## config.mk

```make
export PLATFORM = sky130hd
export DESIGN_NAME = rx_page_alloc
export DESIGN_NICKNAME = d
export VERILOG_FILES = /design/src/rtl/rx_pg_pkg.sv /design/src/rtl/rx_pg_ctrl.sv /design/src/rtl/rx_pg_data.sv /design/src/rtl/rx_pg_doneq.sv /design/src/rtl/rx_page_alloc.sv
export SDC_FILE = /design/constraint.sdc
export NUM_CORES = 1
export LEC_CHECK = 0
export BUFFER_PORTS_ARGS = -buffer_cell sky130_fd_sc_hd__buf_4
export CORE_ASPECT_RATIO = 1.75
export CORE_UTILIZATION = 30
export CTS_CLUSTER_DIAMETER = 200
export DETAILED_ROUTE_END_ITERATION = 10
export GPL_TIMING_DRIVEN = 0
export MAX_ROUTING_LAYER = met4
export PLACE_DENSITY = 0.52
export SLEW_MARGIN = 10
export SYNTH_ARGS = -nofsm -noshare
export SYNTH_HDL_FRONTEND = slang
export SYNTH_SLANG_ARGS = --single-unit
```

## constraint.sdc

```tcl
create_clock -name clk -period 6.6 [get_ports clk]
set_input_delay 0.66 -clock clk [delete_from_list [all_inputs] [get_ports clk]]
set_output_delay 0.66 -clock clk [all_outputs]
set_load 0.01 [all_outputs]
```

## src/rtl/rx_pg_pkg.sv

```systemverilog
package rx_pg_pkg;

  typedef enum logic [1:0] {
    ST_IDLE   = 2'd0,
    ST_ACTIVE = 2'd1,
    ST_DROP   = 2'd2
  } rxState_e;

  typedef struct packed {
    logic startFrame;
    logic writeWord;
    logic allocNext;
    logic commit;
    logic rollback;
  } pgStrobe_t;

endpackage

```

## src/rtl/rx_pg_ctrl.sv

```systemverilog
module rx_pg_ctrl
  import rx_pg_pkg::*;
(
  input  logic      clk,
  input  logic      rstN,
  input  logic      rxEnable,
  input  logic      frameStart,
  input  logic      wordValid,
  input  logic      wordLast,
  input  logic      anyFree,
  input  logic      needPage,
  output pgStrobe_t strobe,
  output logic      dropPulse
);

  rxState_e state, nextState;

  always_comb begin
    strobe    = '0;
    nextState = state;
    dropPulse = 1'b0;
    case (state)
      ST_IDLE: begin
        if (frameStart && rxEnable) begin
          if (anyFree) begin
            strobe.startFrame = 1'b1;
            nextState         = ST_ACTIVE;
          end else begin
            dropPulse = 1'b1;
            nextState = ST_DROP;
          end
        end
      end
      ST_ACTIVE: begin
        if (wordValid) begin
          if (needPage && !anyFree) begin
            strobe.rollback = 1'b1;
            dropPulse       = 1'b1;
            nextState       = wordLast ? ST_IDLE : ST_DROP;
          end else begin
            strobe.writeWord = 1'b1;
            strobe.allocNext = needPage;
            if (wordLast) begin
              strobe.commit = 1'b1;
              nextState     = ST_IDLE;
            end
          end
        end
      end
      ST_DROP: begin
        if (wordValid && wordLast) nextState = ST_IDLE;
      end
      default: nextState = ST_IDLE;
    endcase
  end

  always_ff @(posedge clk) begin
    if (!rstN) state <= ST_IDLE;
    else       state <= nextState;
  end


  idle_gate_chk: assert property (@(posedge clk) disable iff (!rstN)
    (state == ST_IDLE && !rxEnable) |=> (state == ST_IDLE));


  drop_hold_chk: assert property (@(posedge clk) disable iff (!rstN)
    (state == ST_DROP && !(wordValid && wordLast)) |=> (state == ST_DROP));


  rollback_quiet_chk: assert property (@(posedge clk) disable iff (!rstN)
    strobe.rollback |=> !strobe.writeWord);

endmodule

```

## src/rtl/rx_pg_data.sv

```systemverilog
module rx_pg_data
  import rx_pg_pkg::*;
#(
  parameter int PAGES          = 32,
  parameter int WORDS_PER_PAGE = 64,
  parameter int DATA_W         = 32,
  localparam int PAGE_W        = $clog2(PAGES),
  localparam int OFF_W         = $clog2(WORDS_PER_PAGE),
  localparam int LOG_W         = PAGE_W + OFF_W + 1
) (
  input  logic                    clk,
  input  logic                    rstN,
  input  pgStrobe_t               strobe,
  input  logic [DATA_W-1:0]       wordData,
  input  logic                    relValid,
  input  logic [PAGE_W-1:0]       relPage,
  input  logic [PAGE_W-1:0]       lookupPage,
  output logic [PAGE_W-1:0]       lookupNext,
  output logic                    lookupHasNext,
  output logic                    anyFree,
  output logic                    needPage,
  output logic                    memWrEn,
  output logic [PAGE_W+OFF_W-1:0] memAddr,
  output logic [DATA_W-1:0]       memData,
  output logic [LOG_W-1:0]        memLogAddr,
  output logic                    pushValid,
  output logic [PAGE_W-1:0]       pushPkt
);

  logic [PAGES-1:0]  freeMap, freeNext, frameMask;
  logic [PAGES-1:0]  hasNext;
  logic [PAGE_W-1:0] nextPtr [PAGES];
  logic [PAGE_W-1:0] curPage, pktNum, lowFree, wrPage;
  logic [LOG_W-1:0]  logAddr;
  logic              takePage;

  // Lowest-index free page: scan downward so the smallest index wins.
  always_comb begin
    lowFree = '0;
    for (int i = PAGES - 1; i >= 0; i--) begin
      if (freeMap[i]) lowFree = PAGE_W'(i);
    end
  end

  assign anyFree  = |freeMap;
  assign needPage = (logAddr[OFF_W-1:0] == '0) && (logAddr != '0);
  assign takePage = strobe.startFrame | (strobe.writeWord & strobe.allocNext);
  assign wrPage   = needPage ? lowFree : curPage;

  assign memWrEn    = strobe.writeWord;
  assign memAddr    = {wrPage, logAddr[OFF_W-1:0]};
  assign memData    = wordData;
  assign memLogAddr = logAddr;
  assign pushValid  = strobe.commit;
  assign pushPkt    = pktNum;

  assign lookupNext    = nextPtr[lookupPage];
  assign lookupHasNext = hasNext[lookupPage];

  always_comb begin
    freeNext = freeMap;
    if (relValid) freeNext[relPage] = 1'b1;
    if (takePage) freeNext[lowFree] = 1'b0;
    if (strobe.rollback) freeNext = freeNext | frameMask;
  end

  always_ff @(posedge clk) begin
    if (!rstN) begin
      freeMap   <= '1;
      frameMask <= '0;
      hasNext   <= '0;
      curPage   <= '0;
      pktNum    <= '0;
      logAddr   <= '0;
      for (int i = 0; i < PAGES; i++) nextPtr[i] <= '0;
    end else begin
      freeMap <= freeNext;
      if (strobe.startFrame) begin
        frameMask          <= '0;
        frameMask[lowFree] <= 1'b1;
        hasNext[lowFree]   <= 1'b0;
        pktNum             <= lowFree;
        curPage            <= lowFree;
        logAddr            <= '0;
      end
      if (strobe.writeWord) begin
        logAddr <= logAddr + LOG_W'(1);
        if (strobe.allocNext) begin
          frameMask[lowFree] <= 1'b1;
          hasNext[lowFree]   <= 1'b0;
          hasNext[curPage]   <= 1'b1;
          nextPtr[curPage]   <= lowFree;
          curPage            <= lowFree;
        end
      end
      if (strobe.rollback) frameMask <= '0;
    end
  end


  page_owned_chk: assert property (@(posedge clk) disable iff (!rstN)
    (memWrEn && !relValid) |=> !freeMap[$past(wrPage)]);


  seq_addr_chk: assert property (@(posedge clk) disable iff (!rstN)
    (memWrEn && !strobe.commit) |=>
      (!memWrEn || memLogAddr == $past(memLogAddr) + LOG_W'(1)));


  rollback_free_chk: assert property (@(posedge clk) disable iff (!rstN)
    strobe.rollback |=> ((freeMap & $past(frameMask)) == $past(frameMask)));


  start_page_chk: assert property (@(posedge clk) disable iff (!rstN)
    strobe.startFrame |=> (!freeMap[pktNum] && $countones(frameMask) == 1));

endmodule

```

## src/rtl/rx_pg_doneq.sv

```systemverilog
module rx_pg_doneq #(
  parameter int DEPTH  = 32,
  parameter int WIDTH  = 5,
  localparam int PTR_W = (DEPTH > 1) ? $clog2(DEPTH) : 1,
  localparam int CNT_W = $clog2(DEPTH + 1)
) (
  input  logic             clk,
  input  logic             rstN,
  input  logic             push,
  input  logic [WIDTH-1:0] pushData,
  input  logic             pop,
  output logic             valid,
  output logic [WIDTH-1:0] head
);

  logic [WIDTH-1:0] store [DEPTH];
  logic [PTR_W-1:0] wrPtr, rdPtr;
  logic [CNT_W-1:0] count;
  logic             doPop, full;

  assign valid = (count != '0);
  assign full  = (count == CNT_W'(DEPTH));
  assign doPop = pop && valid;
  assign head  = store[rdPtr];

  function automatic logic [PTR_W-1:0] bump(input logic [PTR_W-1:0] p);
    return (p == PTR_W'(DEPTH - 1)) ? '0 : p + PTR_W'(1);
  endfunction

  always_ff @(posedge clk) begin
    if (!rstN) begin
      wrPtr <= '0;
      rdPtr <= '0;
      count <= '0;
      for (int i = 0; i < DEPTH; i++) store[i] <= '0;
    end else begin
      if (push) begin
        store[wrPtr] <= pushData;
        wrPtr        <= bump(wrPtr);
      end
      if (doPop) rdPtr <= bump(rdPtr);
      count <= count + CNT_W'(push) - CNT_W'(doPop);
    end
  end


  no_overflow_chk: assert property (@(posedge clk) disable iff (!rstN)
    !(push && full));


  push_visible_chk: assert property (@(posedge clk) disable iff (!rstN)
    push |=> valid);

endmodule

```

## src/rtl/rx_page_alloc.sv

```systemverilog
module rx_page_alloc
  import rx_pg_pkg::*;
#(
  parameter int PAGES          = 32,
  parameter int WORDS_PER_PAGE = 64,
  parameter int DATA_W         = 32,
  localparam int PAGE_W        = $clog2(PAGES),
  localparam int OFF_W         = $clog2(WORDS_PER_PAGE),
  localparam int LOG_W         = PAGE_W + OFF_W + 1
) (
  input  logic                    clk,
  input  logic                    rstN,
  input  logic                    rxEnable,
  input  logic                    frameStart,
  input  logic                    wordValid,
  input  logic                    wordLast,
  input  logic [DATA_W-1:0]       wordData,
  input  logic                    relValid,
  input  logic [PAGE_W-1:0]       relPage,
  input  logic [PAGE_W-1:0]       lookupPage,
  output logic [PAGE_W-1:0]       lookupNext,
  output logic                    lookupHasNext,
  output logic                    memWrEn,
  output logic [PAGE_W+OFF_W-1:0] memAddr,
  output logic [DATA_W-1:0]       memData,
  output logic [LOG_W-1:0]        memLogAddr,
  output logic                    dropPulse,
  output logic                    doneValid,
  output logic [PAGE_W-1:0]       donePkt,
  input  logic                    donePop,
  output logic                    rxIrq
);

  pgStrobe_t         strobe;
  logic              anyFree, needPage, pushValid;
  logic [PAGE_W-1:0] pushPkt;

  rx_pg_ctrl u_ctrl (
    .clk        (clk),
    .rstN       (rstN),
    .rxEnable   (rxEnable),
    .frameStart (frameStart),
    .wordValid  (wordValid),
    .wordLast   (wordLast),
    .anyFree    (anyFree),
    .needPage   (needPage),
    .strobe     (strobe),
    .dropPulse  (dropPulse)
  );

  rx_pg_data #(
    .PAGES          (PAGES),
    .WORDS_PER_PAGE (WORDS_PER_PAGE),
    .DATA_W         (DATA_W)
  ) u_data (
    .clk           (clk),
    .rstN          (rstN),
    .strobe        (strobe),
    .wordData      (wordData),
    .relValid      (relValid),
    .relPage       (relPage),
    .lookupPage    (lookupPage),
    .lookupNext    (lookupNext),
    .lookupHasNext (lookupHasNext),
    .anyFree       (anyFree),
    .needPage      (needPage),
    .memWrEn       (memWrEn),
    .memAddr       (memAddr),
    .memData       (memData),
    .memLogAddr    (memLogAddr),
    .pushValid     (pushValid),
    .pushPkt       (pushPkt)
  );

  rx_pg_doneq #(
    .DEPTH (PAGES),
    .WIDTH (PAGE_W)
  ) u_doneq (
    .clk      (clk),
    .rstN     (rstN),
    .push     (pushValid),
    .pushData (pushPkt),
    .pop      (donePop),
    .valid    (doneValid),
    .head     (donePkt)
  );

  assign rxIrq = doneValid;

endmodule

```

After elaboration in Yosys (flattened, before gate mapping)
Memory sizes are Yosys's and may differ from the RTL's. A register that Yosys moved wholly into a read port is not among the register bits.
Cells that the tools add are included.
{ "classes": {"addsub": 5, "mul": 0, "div": 0, "order_cmp": 7, "eq_ne": 8, "n_shift": 0, "n_mux": 95, "n_bitwise": 11, "reduce_logical": 19} }
{ "ops": {"columns": ["op", "n"], "rows": [
  ["$mux 32", 11],
  ["$mux 5", 44],
  ["$or 32x32->32", 4],
  ["$and 32x32->32", 3],
  ["$not 32->32", 1],
  ["$reduce_or 32->1", 1],
  ["$lt 5x6->1 const B", 4],
  ["$mux 12", 2],
  ["$mux 1", 22],
  ["$demux 1 s5", 3],
  ["$ge 5x1->1 const B", 3],
  ["$mux 2", 7],
  ["$add 12x1->12 const B", 1],
  ["$reduce_bool 12->1", 1],
  ["$add 5x1->5 const B", 2],
  ["$eq 5x5->1 const B", 2],
  ["$reduce_or 5->1", 2],
  ["$logic_and 1x1->1", 8],
  ["$mux 4", 2],
  ["$add 6x1->6", 1],
  ["$logic_not 6->1", 1],
  ["$pmux 2 s3", 1],
  ["$reduce_bool 6->1", 1],
  ["$sub 6x1->6", 1],
  ["other kinds (16)", 17]
]} }
{ "word_totals": {"ff_bits": 136, "latchBits": 0, "ram_bits": 320, "romBits": 0, "input_bits": 50, "out_inout_bits": 70, "memories": 2} }
{ "mem_list": {"columns": ["memory", "words", "word_bits", "read_ports", "rd_clocked_by_memory_dff", "write_ports", "line", "text"], "rows": [
  ["u_data.nextPtr", 32, 5, 1, 0, 32, "rx_pg_data.sv:32", "logic [PAGE_W-1:0] nextPtr [PAGES];"],
  ["u_doneq.store", 32, 5, 1, 1, 32, "rx_pg_doneq.sv:16", "logic [WIDTH-1:0] store [DEPTH];"]
]} }

Logic depth before layout (Yosys ltp)
Gate-level depths: netlist of run 1.
{ "depth": {"word_depth": 44, "ltp_mapped": 16, "mapped_depth_nobuf": 16} }

Hierarchy
Synthesis of run 1 repeated with hierarchy kept, for this count alone.
{ "unflattened": {"hier_cells": 1886, "hier_area_um2": 21778.4} }
{ "by_module_without_submodules": {"columns": ["module", "instances", "cells_per_inst", "area_each_um2", "seq_area_each_um2"], "rows": [
  ["rx_pg_data", 1, 1185, 12899.9, 7166.9],
  ["rx_pg_doneq", 1, 673, 8677.1, 5225.0],
  ["rx_pg_ctrl", 1, 27, 193.9, 40.0],
  ["rx_page_alloc", 1, 1, 7.5, 0.0]
]} }

Worst setup path before layout of run 1
OpenSTA, ideal clock, no wires.
{ "synth_path": {"path_type": "input port to output port", "start": "input lookupPage[0]", "end": "output lookupNext[0]", "t_arrival_ps": 2776, "t_required_ps": 5940, "path_slack_ps": 3164, "stages": 5, "path_buffers": 2, "path_cell_list": "buf_2 buf_1 mux4_2 mux4_2 mux2_2"} }
{ "synth_between": {"elab_chain_len": 1} }
{ "synth_lines": {"columns": ["element", "line", "text"], "rows": [
  ["from (decl)", "rx_page_alloc.sv:20", "input logic [PAGE_W-1:0] lookupPage,"],
  ["$mem_v2 32x5", null, null],
  ["to (decl)", "rx_page_alloc.sv:21", "output logic [PAGE_W-1:0] lookupNext,"]
]} }
No other way between the ends.

==> run_results.csv, run 1 <==
group,metric,value,unit
synth,ys_ff_latch,461,
finish,synthToLayoutAreaGrowth,15.2,%
global_routing,grt_overflow,0,
setup_path,cp.required,5940,ps
clocking,cts.sinks,461,
run_status,status,"complete, no violations",
die,placement_rows,128,
synth,synth_area,0.0210,mm2
setup_path,crit_chain,"clkbuf_1 > buf_1 > mux4_2 > mux4_2 > mux2_2 > buf_4",
power_and_ir_drop,seqPwrFrac,48.8,%
setup_path,cp_max_fo,10,
sta,worstMarginPinSlew,1180,ps
place,gp_congestion,0.941,
clocking,cts_tree,"yes",
sta,fin_crit_sh,65.6,%
sta,max_clock_freq,231,MHz
sta,fin_setup_tns,0,ps
job,cap_violations,0,
global_routing,antenna_found_initial,0,
power_and_ir_drop,irDropWorstVdd,0.000156,V
power_and_ir_drop,power.leakage,7.72,nW
clocking,cts_root_buf,"clkbuf_16",
clocking,htreeDepth,2,
sta,drv_slew,0,
worst_hold_path,hold_class,"reg -> reg",
setup_path,critPathSlowestCell,"buf_1",
finish,multi_input_area,0.00779,mm2
sta,finalSetupViolCount,0,
finish,drive_gt1_share,17.2,%
power_and_ir_drop,combPwrFrac,12.2,%
setup_path,cpMostUsedCell,"mux4_2",
finish,final_cell_mix,"nor2_1, edfxtp_1, dfxtp_1, o21ai_0, nand2_1",
synth,synth_nets,1847,
sta,rsz0062_at_grt,"false",
routing,vias,14928,
power_and_ir_drop,internal-power,5.03,mW
finish,n_antenna_cell,0,
sta,relSlewSlack,21.1,%
finish,regArea,0.0124,mm2
setup_path,worstSetupStartpointType,"flip-flop",
die,die_w,202,um
die,die_h,352,um
synth,synth-warning-count,0,
global_routing,grt_pass1_vias,15794,
place,pre_cts_slack,2330,ps
routing,detail_route.iter0.violations,1044,
routing,drc,0,
sta,setup_slack,2270,ps
power_and_ir_drop,p_sw,1.63,mW
setup_path,criticalPathCategory,"reg -> out",
setup_path,crit_family,"multiplexers",
global_routing,track_usage,20.2,%
setup_path,end_kind,"primary output",
setup_path,path_depth,6,
synth,yosysSeqAreaShare,59.1,%
worst_hold_path,whs_path_depth,2,
synth,synth_edf_count,320,
clocking,numCtsBuffers,44,
sta,hold_viol_final,0,
finish,finalNetCount,1977,
clocking,ctsResizeCount,0,
clocking,postCtsSetupBuffers,0,
die,coreArea,0.0695,mm2
synth,netlist_instances,1779,
global_routing,grt_max_degree,16,
power_and_ir_drop,power_frac_clock,39.0,%
sta,skew,17.7,ps
clocking,cts-hold-fix-buffers,0,
routing,ant_nets,0,
routing,wl,69600,um
routing,avgViaCountPerCell,5.24,
global_routing,grt_pass1_wl,102000,um
power_and_ir_drop,cellPowerDensity,275,mW/mm2
finish,layout_commonest_cell,"nor2_1",
synth,yosysUniqueCellTypes,65,
synth,synth_ff_type,"edfxtp_1",
power_and_ir_drop,p_sw_share,24.5,%
synth,async_flop_share,0,%
synth,syn_area_per_cell,11.8,um2
die,start_util,30.2,%
die,die-area,0.0712,mm2
finish,fill_cells,6931,
setup_path,arrival,3670,ps
clocking,clk_latency,570,ps
routing,wl_per_cell,24.4,um
setup_path,r2r_cells,7,
place,dp_hpwl,53200,um
clocking,cts.clk_slew.worst_paths,70,ps
setup_path,max_stage_delay,710,ps
clocking,ctsLongestPathBuffers,3,
die,io_pins,120,
routing,dr.pass1.iters,5,
place,io_buffers,84,
setup_path,cp.buffers_inverters,3,
sta,post-route-min-period,4330,ps
synthesized netlist by cell type, types with 15 or more instances:
| master | instances | area share [%] |
|---|---|---|
| nand3_1 | 20 | 0.48 |
| a22o_1 | 25 | 1.0 |
| nand2_1 | 138 | 2.5 |
| edfxtp_1 | 320 | 46 |
| a21oi_1 | 89 | 2.1 |
| o21ai_0 | 140 | 3.3 |
| inv_1 | 24 | 0.43 |
| dfxtp_1 | 141 | 13 |
| nor4_1 | 15 | 0.45 |
| nor2_1 | 377 | 6.7 |
| buf_4 | 39 | 1.4 |
| nor3_1 | 32 | 0.76 |
| buf_1 | 19 | 0.34 |
| clkbuf_1 | 81 | 1.4 |
| ha_1 | 17 | 1.0 |
| mux4_2 | 110 | 12 |
state kept, by name (all words and copies together), names as in the netlist, named ones only:
name,cells
u_data.frameMask,32
u_data.hasNext,32
u_data.curPage,5
u_doneq.count,6
u_doneq.store,160
u_doneq.wrPtr,5
u_data.freeMap,32
u_data.memLogAddr,12
u_ctrl.state,2
u_data.nextPtr,160
u_doneq.rdPtr,5
u_data.pushPkt,5
layer usage:
metal	track usage (%)	wire length, um
met3	2.19	2740
met4	15.0	6060
met5	-	0
met2	38.3	38900
met1	18.3	21900
path summary, 6_finish.rpt:
check / slack [ps] / endpoint / from
worst max-delay path: 2270 / donePkt[0] / flip-flop
worst min register to register: 450 / u_data.hasNext[2]$_SDFF_PN0_ / u_data.hasNext[2]$_SDFF_PN0_
worst min-delay path: 450 / u_data.hasNext[2]$_SDFF_PN0_ / u_data.hasNext[2]$_SDFF_PN0_
worst max register to register: 2700 / u_data.nextPtr[18][4]$_SDFFCE_PN0P_ / u_data.memLogAddr[0]$_SDFFE_PN0P_
final cells by class:
| type | count | area share, % |
|---|---|---|
| Sequential cell | 461 | 51.3 |
| Multi-Input combinational cell | 1145 | 32.2 |
| Clock buffer | 58 | 5.06 |
| Tap cell | 910 | 4.70 |
| Buffer | 148 | 2.94 |
| Timing Repair Buffer | 84 | 2.60 |
| Clock inverter | 18 | 0.821 |
| Inverter | 25 | 0.387 |
logic make-up (layout without fill, tap and decap cells):
group                    after synthesis  count (layout)  synth area share, %
AND/OR/NAND/NOR                      678             678                 14.3
flip-flops                           461             461                 59.1
AO/OA/AOI/OAI                        318             318                 8.86
buffers and inverters                173             333                 3.84
multiplexers                         123             123                 12.5
adder cells (fa/ha/maj)               18              18                 1.11
XOR/XNOR                               8               8                0.333
metrics by stage:
step                power, mW  hold slack (ps)  instances  area [um2]  util (%)
floorplan                3.84              425       1779       21000         -
global placement         4.12              432       2773       22800      32.8
detailed placement       4.14              447       2773       22800      32.8
CTS                      6.70              452       2849       24200      34.8
global route             6.86              476       2849       24200      34.8
finish                   6.66              452       2849       24200      34.8
worst min-delay path: stages (launching register included):
cell and delay, ps:
dfxtp_1 310, nand2_1 50, o21ai_1 50
power by group through the flow:
stage,combinational (mW),sequential (mW),clock (mW)
after floorplan,0.547,3.29,0
final,0.811,3.25,2.60
after global placement,0.814,3.31,0
after CTS,0.827,3.25,2.62
after detailed placement,0.823,3.31,0
after global routing,0.875,3.26,2.72
Note: power is estimated with default switching activity, not from simulation.
==> run 2, diff against run 1 <==
PLACE_DENSITY = 0.54   (was 0.52)
clock period = 3.6 ns   (was 6.6 ns; I/O delays follow)
==> run 2 against run 1 <==
Net effect:
- critical path depth did not move
- wire length rose by 0.49%
- hold slack got worse by 250 ps
- clock skew rose by 1.0 ps
- combinational power rose by 85%
- cell count rose by 0.11%
- clock power rose by 95%
- first-iteration DRC count rose by 40%
- sequential share of layout area fell by 0.64 points
==> run_results.csv, run 2 (same netlist as run 1, synthesis figures left out) <==
group,metric,value,unit
setup_path,startpoint,"u_data.freeMap[11]$_SDFF_PN1_",
setup_path,ff2ff_setup_slack,80,ps
worst_hold_path,holdPathEnd,"u_data.freeMap[24]$_SDFF_PN1_",
place,dp.cells,2774,
routing,detail_route.iter0.violations,1460,
setup_path,cp.buffers_inverters,2,
place,io_buffers,84,
finish,top_regs,"u_data.nextPtr x160, u_doneq.store x160",
finish,finalNetCount,1975,
routing,drc,0,
place,dp_hpwl,53300,um
sta,fin_crit_sh,98.9,%
global_routing,busiest_layer,"met2",
power_and_ir_drop,power.leakage,7.90,nW
sta,post-route-min-period,3560,ps
worst_hold_path,hold_class,"in -> reg",
setup_path,critPathSlowestCell,"nor4_4",
global_routing,antenna_found_initial,2,
global_routing,grt_max_degree,17,
finish,regArea,0.0124,mm2
clocking,ctsLongestPathBuffers,3,
sta,finalSetupViolCount,0,
die,die_h,352,um
worst_hold_path,hold_start,"relPage[1]",
die,die-area,0.0712,mm2
worst_hold_path,whs_path_depth,4,
finish,fill_cells,6842,
global_routing,use_met3,2.25,%
finish,final_util,35.3,%
clocking,htreeDepth,2,
global_routing,track_usage,20.1,%
place,dpl_cell_area,0.0228,mm2
die,io_pins,120,
setup_path,crit_chain,"nor4_4 > and4_1 > clkbuf_1 > nand2_1 > o21ai_1 > buf_4",
routing,wl_per_cell,24.5,um
sta,rsz0062_at_grt,"true",
finish,instances_no_fill,2852,
clocking,cts.sinks,461,
finish,final_cell_mix,"nor2_1, edfxtp_1, dfxtp_1, nand2_1, buf_4",
routing,wl,70000,um
die,coreArea,0.0695,mm2
global_routing,gr-usage-met1,17.7,%
routing,vias,15182,
global_routing,grt_overflow,0,
setup_path,worstSetupStartpointType,"flip-flop",
die,placement_rows,128,
sta,max_clock_freq,281,MHz
finish,synthToLayoutAreaGrowth,16.7,%
sta,fin_setup_tns,0,ps
setup_path,rr_endpoint,"u_data.hasNext[27]$_SDFF_PN0_",
setup_path,crit_family,"simple AND/OR/NAND/NOR gates",
power_and_ir_drop,irDropWorstVdd,0.000312,V
finish,final_area,0.0245,mm2
power_and_ir_drop,cellPowerDensity,511,mW/mm2
job,cap_violations,0,
clocking,cts-hold-fix-buffers,0,
setup_path,arrival,3200,ps
global_routing,grt_pass1_wl,101000,um
global_routing,use_met2,37.7,%
sta,drv_slew,0,
clocking,cts_root_buf,"clkbuf_16",
clocking,cts.clk_slew.worst_paths,60,ps
global_routing,grt_pass1_vias,15646,
sta,worstMarginPinSlew,1260,ps
sta,skew,18.7,ps
setup_path,cp_max_fo,7,
die,start_util,30.2,%
clocking,clk_latency,580,ps
sta,hold_viol_final,0,
routing,dr.pass1.iters,5,
routing,avgViaCountPerCell,5.32,
setup_path,r2r_cells,9,
setup_path,end_kind,"primary output",
finish,layout_commonest_cell,"nor2_1",
finish,multi_input_area,0.00793,mm2
sta,relSlewSlack,15.5,%
setup_path,path_depth,6,
run_status,status,"complete, no violations",
die,die_w,202,um
setup_path,criticalPathCategory,"reg -> out",
setup_path,r2r-start,"u_data.memLogAddr[0]$_SDFFE_PN0P_",
finish,drive_gt1_share,19.5,%
routing,ant_nets,0,
place,gp_congestion,0.917,
setup_path,cp.required,3240,ps
setup_path,max_stage_delay,560,ps
clocking,numCtsBuffers,42,
clocking,cts_tree,"yes",
-- run 2: changes by cell type in the layout (fill, tap and decap cells not counted), sizes merged --
cell	change
bufinv	+4
clkdlybuf4s15	+2
buf	-1
clkbuf	-1
diode	+1
clkinv	-1
inv	-1
-- run 2: cell type report --
class	instances	share of cell area, %
clock inverters	20	1.27
flip-flops and latches	461	50.7
diodes	1	0.0102
multi-input cells	1145	32.3
inverters	25	0.383
clock buffers	58	5.05
plain buffers	147	3.04
repair buffers	85	2.60
well taps	910	4.64
-- run 2: worst max path at each step --
stage	slack, ps	endpoint
2_1_floorplan	760	lookupNext[0]
3_3_place_gp	-220	u_data.nextPtr[11][3]$_SDFFCE_PN0P_
3_5_place_dp	-290	u_data.nextPtr[11][3]$_SDFFCE_PN0P_
4_1_cts	-140	u_data.nextPtr[23][2]$_SDFFCE_PN0P_
5_1_grt	-60	memWrEn
6_report	40	memAddr[10]
-- run 2: layer usage --
layer / vias to the layer above / routed length (um)
met5: - / 0
met4: 0 / 6700
met3: 283 / 3320
met2: 672 / 38600
met1: 7456 / 21400
li1: 6771 / -
-- run 2: what timing repair did --
| item | CTS | global route |
|---|---|---|
| pin swaps | 0 | 1 |
| setup endpoints to repair | 138 | 271 |
| gates resized for setup | 61 | 48 |
| buffers inserted | 0 | 0 |
-- run 2: through the flow --
step	power, mW	setup slack (ps)	hold WS (ps)
global placement	7.55	-218	435
floorplan	7.03	764	425
CTS	12.6	-143	183
finish	12.5	41.3	206
detailed placement	7.60	-285	440
global route	12.9	-61.8	260
-- run 2: worst min-delay path, stage by stage --
cell and delay [ps]:
buf_4 100, nor3b_2 80, a21oi_1 120, o21ai_0 70
-- run 2: power by group --
part           total [mW]  internal, mW  switching, mW
clock                5.07          2.99           2.08
combinational        1.50         0.684          0.820
sequential           5.97          5.87          0.100
==> run 3, diff against run 2 <==
CORE_UTILIZATION = 50   (was 30)
PLACE_DENSITY = 0.77   (was 0.54)
==> run 3 against run 2 <==
Net effect:
- the flow now finishes with violations (negative setup slack)
- non-clock buffer count increased by 2
- via count increased by 2.6%
- core utilization grew 22 points
- hold slack gained 3.4 ps
- register-to-register slack worse by 60 ps
- cell count is 12% lower
- combinational power is essentially flat
- setup slack got worse by 51 ps
- clock power shrank 8.5%
- cell area fell by 2.6%
- global-route usage increased by 11 points
- critical path type is now in -> out
- largest cell class unchanged
- highest routed layer unchanged
==> run_results.csv, run 3 (same netlist as run 1, synthesis figures left out) <==
group,metric,value,unit
global_routing,grt_overflow,0,
routing,ant_nets,0,
global_routing,grt_pass1_vias,15901,
routing,detail_route.iter0.violations,1572,
place,dp_hpwl,47500,um
worst_hold_path,whs_path_depth,4,
setup_path,cp.buffers_inverters,3,
clocking,numCtsBuffers,41,
global_routing,grt_pass1_wl,94600,um
worst_hold_path,hold_class,"in -> reg",
setup_path,max_stage_delay,700,ps
finish,final_cell_mix,"nor2_1, edfxtp_1, dfxtp_1, nand2_1, buf_4",
sta,skew,25.4,ps
finish,top_regs,"u_data.nextPtr x160, u_doneq.store x160",
power_and_ir_drop,power_frac_clock,38.4,%
finish,instances_no_fill,2497,
setup_path,r2r_cells,7,
sta,fin_crit_sh,100,%
setup_path,critPathSlowestCell,"clkbuf_1",
die,die_w,157,um
die,placement_rows,99,
die,die-area,0.0429,mm2
worst_hold_path,hold_start,"wordLast",
clocking,clk_latency,570,ps
sta,post-route-min-period,3610,ps
power_and_ir_drop,irDropWorstVdd,0.000455,V
job,cap_violations,0,
power_and_ir_drop,cellPowerDensity,506,mW/mm2
finish,final_util,57.4,%
setup_path,end_kind,"primary output",
setup_path,r2r-start,"u_data.freeMap[1]$_SDFF_PN1_",
finish,synthToLayoutAreaGrowth,13.6,%
finish,layout_commonest_cell,"nor2_1",
setup_path,crit_family,"buffers and inverters",
setup_path,worstSetupStartpointType,"primary input",
clocking,cts.clk_slew.worst_paths,60,ps
clocking,cts_root_buf,"clkbuf_16",
routing,wl_per_cell,25.4,um
sta,hold_viol_final,0,
clocking,htreeDepth,2,
power_and_ir_drop,seqPwrFrac,49.3,%
die,io_pins,120,
die,start_util,50.5,%
sta,setup_slack,-9.17,ps
run_status,violations,"negative setup slack",
run_status,status,"finished, violations left",
routing,avgViaCountPerCell,6.24,
clocking,ctsLongestPathBuffers,3,
die,die_h,273,um
routing,vias,15582,
setup_path,cp.required,3240,ps
die,coreArea,0.0416,mm2
power_and_ir_drop,p_sw,2.94,mW
power_and_ir_drop,fin_total_pwr,12.1,mW
setup_path,arrival,3250,ps
setup_path,ff2ff_setup_slack,20,ps
sta,relSlewSlack,28.0,%
sta,max_clock_freq,277,MHz
setup_path,crit_chain,"clkbuf_1 > clkbuf_1 > mux4_2 > mux4_2 > mux2_2 > buf_4",
setup_path,path_depth,6,
routing,dr.pass1.iters,6,
sta,drv_slew,0,
sta,finalSetupViolCount,3,
place,pre_cts_slack,-37.8,ps
clocking,cts_tree,"yes",
place,gp_congestion,1.07,
place,dp.cells,2418,
global_routing,grt_max_degree,18,
place,dpl_cell_area,0.0224,mm2
sta,worstMarginPinSlew,1080,ps
clocking,cts.sinks,461,
finish,drive_gt1_share,18.2,%
worst_hold_path,holdPathEnd,"u_ctrl.state[1]$_SDFFE_PN0P_",
power_and_ir_drop,p_sw_share,24.3,%
power_and_ir_drop,combPwrFrac,12.3,%
sta,rsz0062_at_grt,"true",
global_routing,antenna_found_initial,2,
setup_path,cp_max_fo,10,
setup_path,rr_endpoint,"u_doneq.store[25][1]$_SDFFCE_PN0P_",
finish,final_area,0.0239,mm2
place,io_buffers,84,
routing,drc,0,
finish,finalNetCount,1976,
power_and_ir_drop,power.leakage,7.82,nW
power_and_ir_drop,internal-power,9.14,mW
clocking,cts-hold-fix-buffers,0,
routing,wl,63500,um
global_routing,track_usage,31.4,%
setup_path,criticalPathCategory,"in -> out",
==> run 3: cell count changes in the layout (fill, tap and decap cells not counted), sizes merged <==
| cell | delta |
|---|---|
| inv | +5 |
| bufinv | -4 |
| clkbuf | -2 |
| clkinv | -2 |
| buf | +1 |
| clkinvlp | +1 |
| diode | +1 |
==> run 3: worst max-delay path by stage <==
stage	start	end	slack (ps)
after CTS	u_data.freeMap[1]$_SDFF_PN1_	memAddr[7]	4
after detailed placement	lookupPage[0]	lookupNext[4]	-40
after global placement	lookupPage[0]	lookupNext[4]	20
after floorplan	lookupPage[0]	lookupNext[0]	760
after global routing	u_data.memLogAddr[6]$_SDFFE_PN0P_	u_doneq.store[13][1]$_SDFFCE_PN0P_	-60
final	lookupPage[1]	lookupNext[1]	-9
==> run 3: final cells by class <==
cell class                 count  area (um2)
inverter                      25        93.8
antenna                        2        5.00
fill                        3353       17700
tap                          555         694
multi-input combinational   1145        7870
timing repair buffer          86         646
buffer                       148         733
clock buffer                  55        1160
clock inverter                20         245
sequential                   461       12400
==> run 3: power by group through the flow <==
| stage | Sequential, mW | Clock, mW | Combinational (mW) |
|---|---|---|---|
| global route | 5.97 | 4.83 | 1.60 |
| floorplan | 6.03 | 0 | 1.00 |
| detailed placement | 6.07 | 0 | 1.48 |
| CTS | 5.96 | 4.63 | 1.49 |
| finish | 5.96 | 4.64 | 1.49 |
| global placement | 6.05 | 0 | 1.44 |
==> run 3: timing repair <==
item	CTS	global route
buffers inserted	0	2
resized for setup	15	41
pin swaps	1	1
setup endpoints to repair	13	284
==> run 3: worst reg2reg max path, delay by kind of cell, from the launching register on <==
family	cells	cell delay, ps
AOI/OAI and AO/OA	2	1330
buffers and inverters	2	610
DFF	1	530
and+or+nand+nor	3	740
==> run 3: per-layer routing <==
metal / up-vias / global-route usage, % / share of wire, %
li1: 6790 / - / -
met1: 7489 / 29.4 / 29
met2: 965 / 55.4 / 53
met3: 338 / 4.50 / 7.5
met4: 0 / 27.4 / 10
met5: - / - / 0
==> run 3: metrics by stage <==
step / TNS (ps) / hold slack [ps]
finish: -19.0 / 209
global route: -1010 / 248
CTS: 0 / 208
detailed placement: -101 / 442
global placement: 0 / 436
floorplan: 0 / 425
